<file path="src/rtl/lockdet_pkg.sv">
package lockdet_pkg;

   typedef enum logic [1:0] {
      MS_IDLE     = 2'd0,
      MS_WAIT_FB  = 2'd1,
      MS_WAIT_REF = 2'd2
   } meas_state_e;

   localparam logic [2:0] SEL_ANALOG  = 3'b000;
   localparam logic [2:0] SEL_IF_LOCK = 3'b100;
   localparam logic [2:0] SEL_RF_LOCK = 3'b010;
   localparam logic [2:0] SEL_BOTH    = 3'b110;
   localparam logic [2:0] SEL_IF_RDIV = 3'b001;
   localparam logic [2:0] SEL_IF_NDIV = 3'b101;
   localparam logic [2:0] SEL_RF_RDIV = 3'b011;
   localparam logic [2:0] SEL_RF_NDIV = 3'b111;

   localparam int NUM_LOOPS = 2;
   localparam int LOOP_IF   = 0;
   localparam int LOOP_RF   = 1;

endpackage

</file>
<file path="src/rtl/lockdet_sync.sv">
module lockdet_sync #(
   parameter int STAGES = 2
) (
   input  logic clk,
   input  logic rst_n,
   input  logic d,
   output logic q
);
   generate
      if (STAGES == 0) begin : g_bypass
         assign q = d;
      end else begin : g_chain
         logic [STAGES-1:0] sr;
         for (genvar i = 0; i < STAGES; i++) begin : g_stage
            if (i == 0) begin : g_first
               always_ff @(posedge clk or negedge rst_n) begin
                  if (!rst_n) sr[i] <= 1'b0;
                  else        sr[i] <= d;
               end
            end else begin : g_next
               always_ff @(posedge clk or negedge rst_n) begin
                  if (!rst_n) sr[i] <= 1'b0;
                  else        sr[i] <= sr[i-1];
               end
            end
         end
         assign q = sr[STAGES-1];
      end
   endgenerate
endmodule

</file>
<file path="src/rtl/lockdet_phase_meas.sv">
module lockdet_phase_meas
   import lockdet_pkg::*;
#(
   parameter int SYNC_STAGES    = 2,
   parameter int MAX_WAIT_TICKS = 255,
   localparam int CW            = $clog2(MAX_WAIT_TICKS + 1)
) (
   input  logic          clk,
   input  logic          rst_n,
   input  logic          pwr_dn,
   input  logic          ref_in,
   input  logic          fb_in,
   output logic          res_valid,
   output logic [CW-1:0] res_err,
   output logic          res_miss
);
   logic ref_s, fb_s, ref_d, fb_d, ref_rise, fb_rise;
   meas_state_e   st;
   logic [CW-1:0] cnt;

   lockdet_sync #(.STAGES(SYNC_STAGES)) u_sync_ref (
      .clk(clk), .rst_n(rst_n), .d(ref_in), .q(ref_s));
   lockdet_sync #(.STAGES(SYNC_STAGES)) u_sync_fb (
      .clk(clk), .rst_n(rst_n), .d(fb_in), .q(fb_s));

   always_ff @(posedge clk or negedge rst_n) begin
      if (!rst_n) begin
         ref_d <= 1'b0;
         fb_d  <= 1'b0;
      end else begin
         ref_d <= ref_s;
         fb_d  <= fb_s;
      end
   end

   assign ref_rise = ref_s & ~ref_d;
   assign fb_rise  = fb_s & ~fb_d;

   always_ff @(posedge clk or negedge rst_n) begin
      if (!rst_n) begin
         st        <= MS_IDLE;
         cnt       <= '0;
         res_valid <= 1'b0;
         res_err   <= '0;
         res_miss  <= 1'b0;
      end else if (pwr_dn) begin
         st        <= MS_IDLE;
         cnt       <= '0;
         res_valid <= 1'b0;
         res_miss  <= 1'b0;
      end else begin
         res_valid <= 1'b0;
         res_miss  <= 1'b0;
         unique case (st)
            MS_IDLE: begin
               if (ref_rise && fb_rise) begin
                  res_valid <= 1'b1;
                  res_err   <= '0;
               end else if (ref_rise) begin
                  st  <= MS_WAIT_FB;
                  cnt <= CW'(1);
               end else if (fb_rise) begin
                  st  <= MS_WAIT_REF;
                  cnt <= CW'(1);
               end
            end
            MS_WAIT_FB: begin
               if (fb_rise) begin
                  res_valid <= 1'b1;
                  res_err   <= cnt;
                  st        <= MS_IDLE;
               end else if (ref_rise) begin
                  res_valid <= 1'b1;
                  res_miss  <= 1'b1;
                  res_err   <= cnt;
                  cnt       <= CW'(1);
               end else if (cnt == CW'(MAX_WAIT_TICKS)) begin
                  res_valid <= 1'b1;
                  res_miss  <= 1'b1;
                  res_err   <= cnt;
                  st        <= MS_IDLE;
               end else begin
                  cnt <= cnt + CW'(1);
               end
            end
            MS_WAIT_REF: begin
               if (ref_rise) begin
                  res_valid <= 1'b1;
                  res_err   <= cnt;
                  st        <= MS_IDLE;
               end else if (fb_rise) begin
                  res_valid <= 1'b1;
                  res_miss  <= 1'b1;
                  res_err   <= cnt;
                  cnt       <= CW'(1);
               end else if (cnt == CW'(MAX_WAIT_TICKS)) begin
                  res_valid <= 1'b1;
                  res_miss  <= 1'b1;
                  res_err   <= cnt;
                  st        <= MS_IDLE;
               end else begin
                  cnt <= cnt + CW'(1);
               end
            end
            default: st <= MS_IDLE;
         endcase
      end
   end
endmodule

</file>
<file path="src/rtl/lockdet_hyst.sv">
module lockdet_hyst #(
   parameter int CW          = 8,
   parameter int TIGHT_TICKS = 3,
   parameter int WIDE_TICKS  = 6,
   parameter int LOCK_COUNT  = 5,
   localparam int KW         = (LOCK_COUNT < 2) ? 1 : $clog2(LOCK_COUNT)
) (
   input  logic          clk,
   input  logic          rst_n,
   input  logic          pwr_dn,
   input  logic          res_valid,
   input  logic [CW-1:0] res_err,
   input  logic          res_miss,
   output logic          lock_o
);
   logic          locked;
   logic [KW-1:0] run;
   logic          in_tight, beyond_wide;

   assign in_tight    = !res_miss && (res_err < CW'(TIGHT_TICKS));
   assign beyond_wide = res_miss || (res_err > CW'(WIDE_TICKS));

   always_ff @(posedge clk or negedge rst_n) begin
      if (!rst_n) begin
         locked <= 1'b0;
         run    <= '0;
      end else if (pwr_dn) begin
         locked <= 1'b0;
         run    <= '0;
      end else if (res_valid) begin
         if (!locked) begin
            if (!in_tight) begin
               run <= '0;
            end else if (run == KW'(LOCK_COUNT - 1)) begin
               locked <= 1'b1;
               run    <= '0;
            end else begin
               run <= run + KW'(1);
            end
         end else if (beyond_wide) begin
            locked <= 1'b0;
            run    <= '0;
         end
      end
   end

   assign lock_o = locked & ~pwr_dn;
endmodule

</file>
<file path="src/rtl/lockdet_outsel.sv">
module lockdet_outsel
   import lockdet_pkg::*;
#(
   parameter logic ANALOG_LEVEL = 1'b1
) (
   input  logic [NUM_LOOPS-1:0] lock,
   input  logic [NUM_LOOPS-1:0] ref_raw,
   input  logic [NUM_LOOPS-1:0] fb_raw,
   input  logic [2:0]           sel,
   output logic                 mon
);
   always_comb begin
      unique case (sel)
         SEL_ANALOG:  mon = ANALOG_LEVEL;
         SEL_IF_LOCK: mon = lock[LOOP_IF];
         SEL_RF_LOCK: mon = lock[LOOP_RF];
         SEL_BOTH:    mon = lock[LOOP_IF] & lock[LOOP_RF];
         SEL_IF_RDIV: mon = ref_raw[LOOP_IF];
         SEL_IF_NDIV: mon = fb_raw[LOOP_IF];
         SEL_RF_RDIV: mon = ref_raw[LOOP_RF];
         SEL_RF_NDIV: mon = fb_raw[LOOP_RF];
         default:     mon = ANALOG_LEVEL;
      endcase
   end
endmodule

</file>
<file path="src/rtl/lockdet_top.sv">
module lockdet_top
   import lockdet_pkg::*;
#(
   parameter int   SYNC_STAGES    = 2,
   parameter int   MAX_WAIT_TICKS = 255,
   parameter int   TIGHT_TICKS    = 3,
   parameter int   WIDE_TICKS     = 6,
   parameter int   LOCK_COUNT     = 5,
   parameter logic ANALOG_LEVEL   = 1'b1
) (
   input  logic       clk,
   input  logic       rst_n,
   input  logic       if_ref,
   input  logic       if_fb,
   input  logic       rf_ref,
   input  logic       rf_fb,
   input  logic       if_pd,
   input  logic       rf_pd,
   input  logic [2:0] mon_sel,
   output logic       mon_out,
   output logic       if_lock,
   output logic       rf_lock
);
   localparam int CW = $clog2(MAX_WAIT_TICKS + 1);

   if (TIGHT_TICKS < 1) begin : g_chk_tight
      $error("TIGHT_TICKS must be at least 1");
   end
   if (WIDE_TICKS < TIGHT_TICKS) begin : g_chk_wide
      $error("WIDE_TICKS must not be below TIGHT_TICKS");
   end
   if (MAX_WAIT_TICKS <= WIDE_TICKS) begin : g_chk_wait
      $error("MAX_WAIT_TICKS must exceed WIDE_TICKS");
   end
   if (LOCK_COUNT < 1) begin : g_chk_count
      $error("LOCK_COUNT must be at least 1");
   end
   if (SYNC_STAGES < 0) begin : g_chk_sync
      $error("SYNC_STAGES must not be negative");
   end

   logic [NUM_LOOPS-1:0]         ref_v, fb_v, pd_v, lock_v;
   logic [NUM_LOOPS-1:0]         m_valid, m_miss;
   logic [NUM_LOOPS-1:0][CW-1:0] m_err;

   assign ref_v = {rf_ref, if_ref};
   assign fb_v  = {rf_fb, if_fb};
   assign pd_v  = {rf_pd, if_pd};

   for (genvar g = 0; g < NUM_LOOPS; g++) begin : g_loop
      lockdet_phase_meas #(
         .SYNC_STAGES(SYNC_STAGES), .MAX_WAIT_TICKS(MAX_WAIT_TICKS)
      ) u_meas (
         .clk(clk), .rst_n(rst_n), .pwr_dn(pd_v[g]),
         .ref_in(ref_v[g]), .fb_in(fb_v[g]),
         .res_valid(m_valid[g]), .res_err(m_err[g]), .res_miss(m_miss[g]));

      lockdet_hyst #(
         .CW(CW), .TIGHT_TICKS(TIGHT_TICKS), .WIDE_TICKS(WIDE_TICKS),
         .LOCK_COUNT(LOCK_COUNT)
      ) u_hyst (
         .clk(clk), .rst_n(rst_n), .pwr_dn(pd_v[g]),
         .res_valid(m_valid[g]), .res_err(m_err[g]), .res_miss(m_miss[g]),
         .lock_o(lock_v[g]));
   end

   lockdet_outsel #(.ANALOG_LEVEL(ANALOG_LEVEL)) u_outsel (
      .lock(lock_v), .ref_raw(ref_v), .fb_raw(fb_v),
      .sel(mon_sel), .mon(mon_out));

   assign if_lock = lock_v[LOOP_IF];
   assign rf_lock = lock_v[LOOP_RF];
endmodule

</file>
<file path="config.mk">
export PLATFORM = sky130hd
export DESIGN_NAME = lockdet_top
export DESIGN_NICKNAME = d
export VERILOG_FILES = /design/src/rtl/lockdet_pkg.sv /design/src/rtl/lockdet_sync.sv /design/src/rtl/lockdet_phase_meas.sv /design/src/rtl/lockdet_hyst.sv /design/src/rtl/lockdet_outsel.sv /design/src/rtl/lockdet_top.sv
export SDC_FILE = /design/constraint.sdc
export NUM_CORES = 1
export LEC_CHECK = 0
export BUFFER_PORTS_ARGS = -buffer_cell sky130_fd_sc_hd__buf_2
export CORE_AREA = 2 2 100 102
export CTS_CLUSTER_SIZE = 30
export DETAILED_ROUTE_END_ITERATION = 16
export DIE_AREA = 0 0 102 104
export SETUP_SLACK_MARGIN = 0.4
export SYNTH_ARGS = -nofsm -noshare
export SYNTH_HDL_FRONTEND = slang
export SYNTH_SLANG_ARGS = --single-unit
export TNS_END_PERCENT = 20
</file>
<file path="constraint.sdc">
create_clock -name clk -period 5.35 [get_ports clk]
set_clock_uncertainty 0.15 [all_clocks]
set_input_delay 1.605 -clock clk [delete_from_list [all_inputs] [get_ports clk]]
set_output_delay 1.605 -clock clk [all_outputs]
set_load 0.05 [all_outputs]
</file>
# ---- Word-level counts from Yosys, hierarchy flattened
# Cells that the tools add are included.
dict set report classes {
  add_sub_neg 4
  magnitude_cmp 4
  n_eq_ne 31
  mux 103
  n_bitwise 13
  n_reduce_logical 25
}
# op n
set op_table {}
lappend op_table {{2-to-1 mux 8 bit} 30}
lappend op_table {{case mux 8 bit (3 select lines)} 4}
lappend op_table {{2-to-1 mux 2 bit} 18}
lappend op_table {{2-to-1 mux 3 bit} 12}
lappend op_table {{2-to-1 mux 1 bit} 32}
lappend op_table {{!= test 3 bit (second input constant)} 8}
lappend op_table {{equality test 3 bit (second input constant)} 6}
lappend op_table {{adder 8 x 1 -> 8 bit (second input constant)} 2}
lappend op_table {{equality test 8 bit (second input constant)} 2}
lappend op_table {{greater-than comparator 8 x 3 -> 1 bit (second input constant)} 2}
lappend op_table {{< comparator 8 x 2 -> 1 bit (second input constant)} 2}
lappend op_table {{case mux 2 bit (3 select lines)} 2}
lappend op_table {{AND reduction 5 bit} 2}
lappend op_table {{!= test 4 x 2 -> 1 bit (second input constant)} 2}
lappend op_table {{!= test 4 x 3 -> 1 bit (second input constant)} 2}
lappend op_table {{!= test 4 bit (second input constant)} 2}
lappend op_table {{case mux 1 bit (8 select lines)} 1}
lappend op_table {{AND reduction 4 bit} 2}
lappend op_table {{nonzero test 4 bit} 2}
lappend op_table {{AND 1 bit} 7}
lappend op_table {{adder 3 x 1 -> 3 bit (second input constant)} 2}
lappend op_table {{equality test 3 x 2 -> 1 bit (second input constant)} 2}
lappend op_table {{inverter 1 bit} 6}
lappend op_table {{case mux 1 bit (3 select lines)} 2}
lappend op_table {{14 further kinds} 28}
dict set report totals {
  register_bits 60
  input_bits 11
  output_inout_bits 3
  elab_cells 206
}

# ---- Depth between registers and ports, before layout
dict set report depth {
  word_depth 7
  mapped_depth 8
}

# ---- By module
# From an unflattened synthesis, not the netlist that was laid out.
dict set report unflattened {
  cells_unflattened 332
  hier_area_um2 3423.3
}
# mod n_inst cells_each area_per_inst_um2
set modules_own_cells {}
lappend modules_own_cells {{lockdet_phase_meas at g_loop[0].u_meas} 1 129 1312.5}
lappend modules_own_cells {{lockdet_phase_meas at g_loop[1].u_meas} 1 129 1268.7}
lappend modules_own_cells {lockdet_hyst 2 29 294.0}
lappend modules_own_cells {lockdet_sync 4 2 50.0}
lappend modules_own_cells {lockdet_outsel 1 8 53.8}

# ---- Worst setup path after synthesis
# No wires, ideal clock.
dict set report synth_timing {
  path_type {input-to-output}
  from {input rf_pd}
  to {output mon_out}
  arrival_ns 3.841
  path_slack_ns -0.246
  stages 4
  path_buffers 1
  cell_sequence {clkbuf_1 nor2b_1 o22ai_1 o21ai_0}
}
dict set report synth_between {
  elab_chain_len 4
}
# element line_no
set synth_rtl {}
lappend synth_rtl {{from (decl)} lockdet_top.sv:18} ;# input logic rf_pd,
lappend synth_rtl {{inverter 1 bit (no line) (*)} -}
lappend synth_rtl {{AND 1 bit (*)} lockdet_hyst.sv:47} ;# assign lock_o = locked & ~pwr_dn;
lappend synth_rtl {{via rf_lock} lockdet_top.sv:22} ;# output logic rf_lock
lappend synth_rtl {{AND 1 bit} lockdet_outsel.sv:17} ;# SEL_BOTH: mon = lock[LOOP_IF] & lock[LOOP_RF];
lappend synth_rtl {{case mux 1 bit (8 select lines) (*)} lockdet_outsel.sv:13} ;# unique case (sel)
lappend synth_rtl {{to (decl)} lockdet_top.sv:20} ;# output logic mon_out,
# Mark *: on every way through the listed nets, which the timed path passes. The rest lies on a longest branch.

# ---- Worst setup path after layout
dict set report layout_timing {
  from {input mon_sel[2]}
  to {output mon_out}
}
dict set report layout_between {
  elab_chain_len 2
}
# element line_no
set layout_rtl {}
lappend layout_rtl {{from (decl)} lockdet_top.sv:19} ;# input logic [2:0] mon_sel,
lappend layout_rtl {{equality test 3 bit, or another cell as far along} lockdet_outsel.sv:13}
lappend layout_rtl {{case mux 1 bit (8 select lines) (*)} lockdet_outsel.sv:13}
# Mark *: on every way between the ends. The rest lies on a longest branch, timed or not.

==> flow_metrics.py <==
metrics = {
    "status": {
        "status": "complete, no violations",
    },
    "global_route": {
        "grt_pass1_wl_um": 11900,
        "grt_pass1_vias": 2464,
        "antenna_found_initial": 0,
        "grt_busiest_layer": "met1",
        "grt_use_met2_pct": 19.6,
        "grt_usage_pct": 14.1,
        "grt.met1_usage_pct": 20.7,
        "grt_max_degree": 32,
        "met3_usage_pct": 3.23,
        "grt_overflow": 0,
    },
    "logic_synthesis": {
        "ys.flop_type": "dfrtp_1",
        "synth_top_area_share_pct": 46.0,
        "syn_nets": 365,
        "ys_warn_count": 0,
        "yosysTopAreaCell": "dfrtp_1",
        "synthesis.area_um2": 3270,
        "synthTopCellsByArea": "dfrtp_1, ha_1, o21ai_0",
        "ys_seq_area_share_pct": 46.0,
        "yosysUniqueCellTypes": 51,
        "ys_seq_elements": 60,
        "synth.avg_cell_area_um2": 9.61,
        "synth_edf_count": 0,
        "syn_inst": 340,
        "synthArstFlopShare_pct": 100,
    },
    "power_and_ir_drop": {
        "p_switching_mw": 0.335,
        "ir_worst_vdd_uv": 116,
        "comb_power_share_pct": 18.2,
        "switching_share_pct": 30.6,
        "intPower_mw": 0.759,
        "pwr_density_cell_nw_per_um2": 303,
        "seqPwrFrac_pct": 49.0,
        "leakage_nw": 1.53,
        "clockPowerShare_pct": 32.9,
    },
    "critical_path": {
        "crit_required_ns": 3.60,
        "crit_fanout": 2,
        "r2r_start": "g_loop[0].u_meas.st[0]",
        "rr_worst_depth": 7,
        "ff2ff_setup_slack_ns": 2.81,
        "cp-end-kind": "primary output",
        "criticalPathCategory": "primary input to primary output",
        "worstReg2RegEnd": "g_loop[0].u_meas.cnt[1]",
        "cp-start-kind": "primary input",
        "arrival_ns": 2.54,
    },
    "cells_and_area": {
        "n_antenna_cell": 0,
        "synthToLayoutAreaGrowth_pct": 10.7,
        "fillerInstances": 1002,
        "fin_nets": 376,
        "drive_gt1_share_pct": 10.7,
    },
    "sta": {
        "tns_ns": 0,
        "hold_slack_ns": 0.200,
        "worst_pin_slew_ns": 0.884,
        "clock.fmax_mhz": 233,
        "setup_viol": 0,
        "slew_viol_final": 0,
        "slew_headroom_pct": 41.1,
        "finalHoldViolCount": 0,
        "period_share_pct": 80.3,
        "rsz0062_at_grt": "no",
        "fin_crit_ns": 4.29,
    },
    "placement": {
        "hpwlAfterDp_um": 4820,
        "port_buffers": 13,
        "place.gp.congestion": 0.820,
    },
    "clock_tree": {
        "tritoncts": "done",
        "insertion_delay_ns": 0.34,
        "postCtsHoldBufs": 0,
        "post-cts-setup-buffer-count": 0,
        "root_buffer": "clkbuf_8",
        "cts-buffers-inserted": 9,
        "htreeDepth": 3,
        "path_clk_slew_ns": 0.06,
        "cts_sinks": 60,
        "cts_buffer_depth": 2,
        "cts_resized": 0,
    },
    "floorplanning": {
        "pin_count": 14,
        "dieHeight_um": 104,
        "die_width_um": 102,
        "rows": 36,
        "start_util_pct": 34.2,
        "fp.coreArea_um2": 9550,
        "dieArea_um2": 10600,
    },
    "worst_hold_path": {
        "hp-start": "g_loop[0].u_meas.u_sync_fb.g_chain.sr[0]",
        "hold_end": "g_loop[0].u_meas.u_sync_fb.q",
        "hp-class": "register to register",
        "holdPathStages": 0,
    },
    "run": {
        "max_cap_violations": 0,
    },
    "routing": {
        "dr.pass1.iters": 4,
        "initialDrtViolationCount": 133,
        "drc": 0,
        "num_vias": 2585,
        "ant_nets": 0,
        "routed_wl_um": 6940,
        "wire_per_inst_um": 14.2,
        "post_drt_via_cell_ratio": 5.29,
    },
}
-- worst max-delay path, stage by stage --
cell and delay [ns]:
buf_2 0.10, mux4_2 0.50, nand2_1 0.08, o21ai_1 0.05, buf_2 0.20
-- placed cells by master (no fill, tap or decap), types with 3 or more instances in the layout --
cell / netlist / layout
a21oi_1: 16 / 16
a22oi_1: 4 / 4
a2bb2oi_1: 14 / 14
a31oi_1: 8 / 8
a32o_1: 4 / 4
and2_1: 6 / 6
and3_1: 8 / 8
buf_2: 2 / 13
clkbuf_8: 0 / 10
clkinv_2: 0 / 4
dfrtp_1: 60 / 60
ha_1: 14 / 14
inv_1: 18 / 18
nand2_1: 25 / 25
nand2b_1: 9 / 9
nand3_1: 11 / 11
nand4_1: 3 / 3
nor2_1: 22 / 22
nor2b_1: 8 / 6
nor3_1: 3 / 3
nor4_1: 4 / 4
o21a_1: 5 / 5
o21ai_0: 34 / 33
o22a_1: 3 / 3
o22ai_1: 5 / 5
o31ai_1: 5 / 5
or4_1: 4 / 4
-- cells in the mapped netlist, drive strengths merged, types with 2 or more instances --
cell type	count
or2	3
nor2	22
a22oi	4
buf	4
a221o	2
and4	2
a2bb2oi	14
xnor2	2
o21a	5
inv	18
nor2b	8
nor3	3
nand2b	9
nor4	4
and3	8
ha	14
nand3	11
a211oi	2
o22ai	5
o21ai	34
nand2	25
dfrtp	60
o211ai	2
nor3b	2
o2111ai	2
a21oi	16
or4	4
a2111oi	2
a21boi	3
o22a	3
clkbuf	10
and2	6
nand4	4
a31oi	8
a32o	4
o31ai	5
-- how the worst max path moves through the flow --
stage                    start       to  slack (ns)  cells after the start
floorplan                rf_pd  mon_out        0.43                      4
global placement         rf_pd  mon_out        1.05                      5
detailed placement  mon_sel[2]  mon_out        1.04                      5
CTS                 mon_sel[2]  mon_out        1.04                      5
global route             rf_pd  mon_out        0.95                      5
finish              mon_sel[2]  mon_out        1.06                      5
-- routing by layer --
| metal | part of all wire (%) | up-vias |
|---|---|---|
| met3 | 3.6 | 8 |
| met2 | 43 | 47 |
| met4 | 1.6 | 0 |
| met5 | 0 | - |
| met1 | 52 | 1242 |
| li1 | - | 1288 |
-- layout make-up --
cell class / instances / area [um^2] / area share (%)
multi-input combinational: 248 / 1640 / 45.3
sequential: 60 / 1500 / 41.5
tap: 133 / 166 / 4.60
clock buffer: 11 / 141 / 3.91
timing repair buffer: 14 / 72.6 / 2.01
inverter: 18 / 67.6 / 1.87
clock inverter: 5 / 27.5 / 0.761
-- state kept, by name, indices dropped and copies added, names as in the netlist, 4 cells and up --
name                   flops
g_loop.u_meas.cnt         16
g_loop.u_meas.res_err     16
g_loop.u_hyst.run          6
g_loop.u_meas.st           4
-- cell families (layout without fill, tap and decap cells) --
kind of cell,Yosys count,in the layout,synth area share [%]
buf+inv,32,48,3.98
fa+ha+maj,14,14,5.36
mux,1,1,0.689
xor+xnor,2,2,0.536
flops,60,60,46.0
simple gates,111,111,18.0
compound gates,120,120,25.4
-- power by group through the flow --
stage | clock network [mW] | logic [mW] | registers [mW]
floorplan | 0 | 0.156 | 0.532
global placement | 0 | 0.195 | 0.543
detailed placement | 0 | 0.200 | 0.542
CTS | 0.371 | 0.199 | 0.535
global route | 0.392 | 0.222 | 0.543
finish | 0.359 | 0.199 | 0.536
-- stage by stage --
step / total power [mW] / std cells / setup WS [ns] / cell area [um^2] / util [%]
after global routing: 1.16 / 489 / 0.951 / 3620 / 37.9
after detailed placement: 0.742 / 473 / 1.04 / 3450 / 36.1
after global placement: 0.737 / 473 / 1.05 / 3450 / 36.1
after CTS: 1.10 / 489 / 1.04 / 3620 / 37.9
final: 1.09 / 489 / 1.06 / 3620 / 37.9
after floorplan: 0.689 / 340 / 0.433 / 3270 / -
Power figures use the tool's default switching activity.
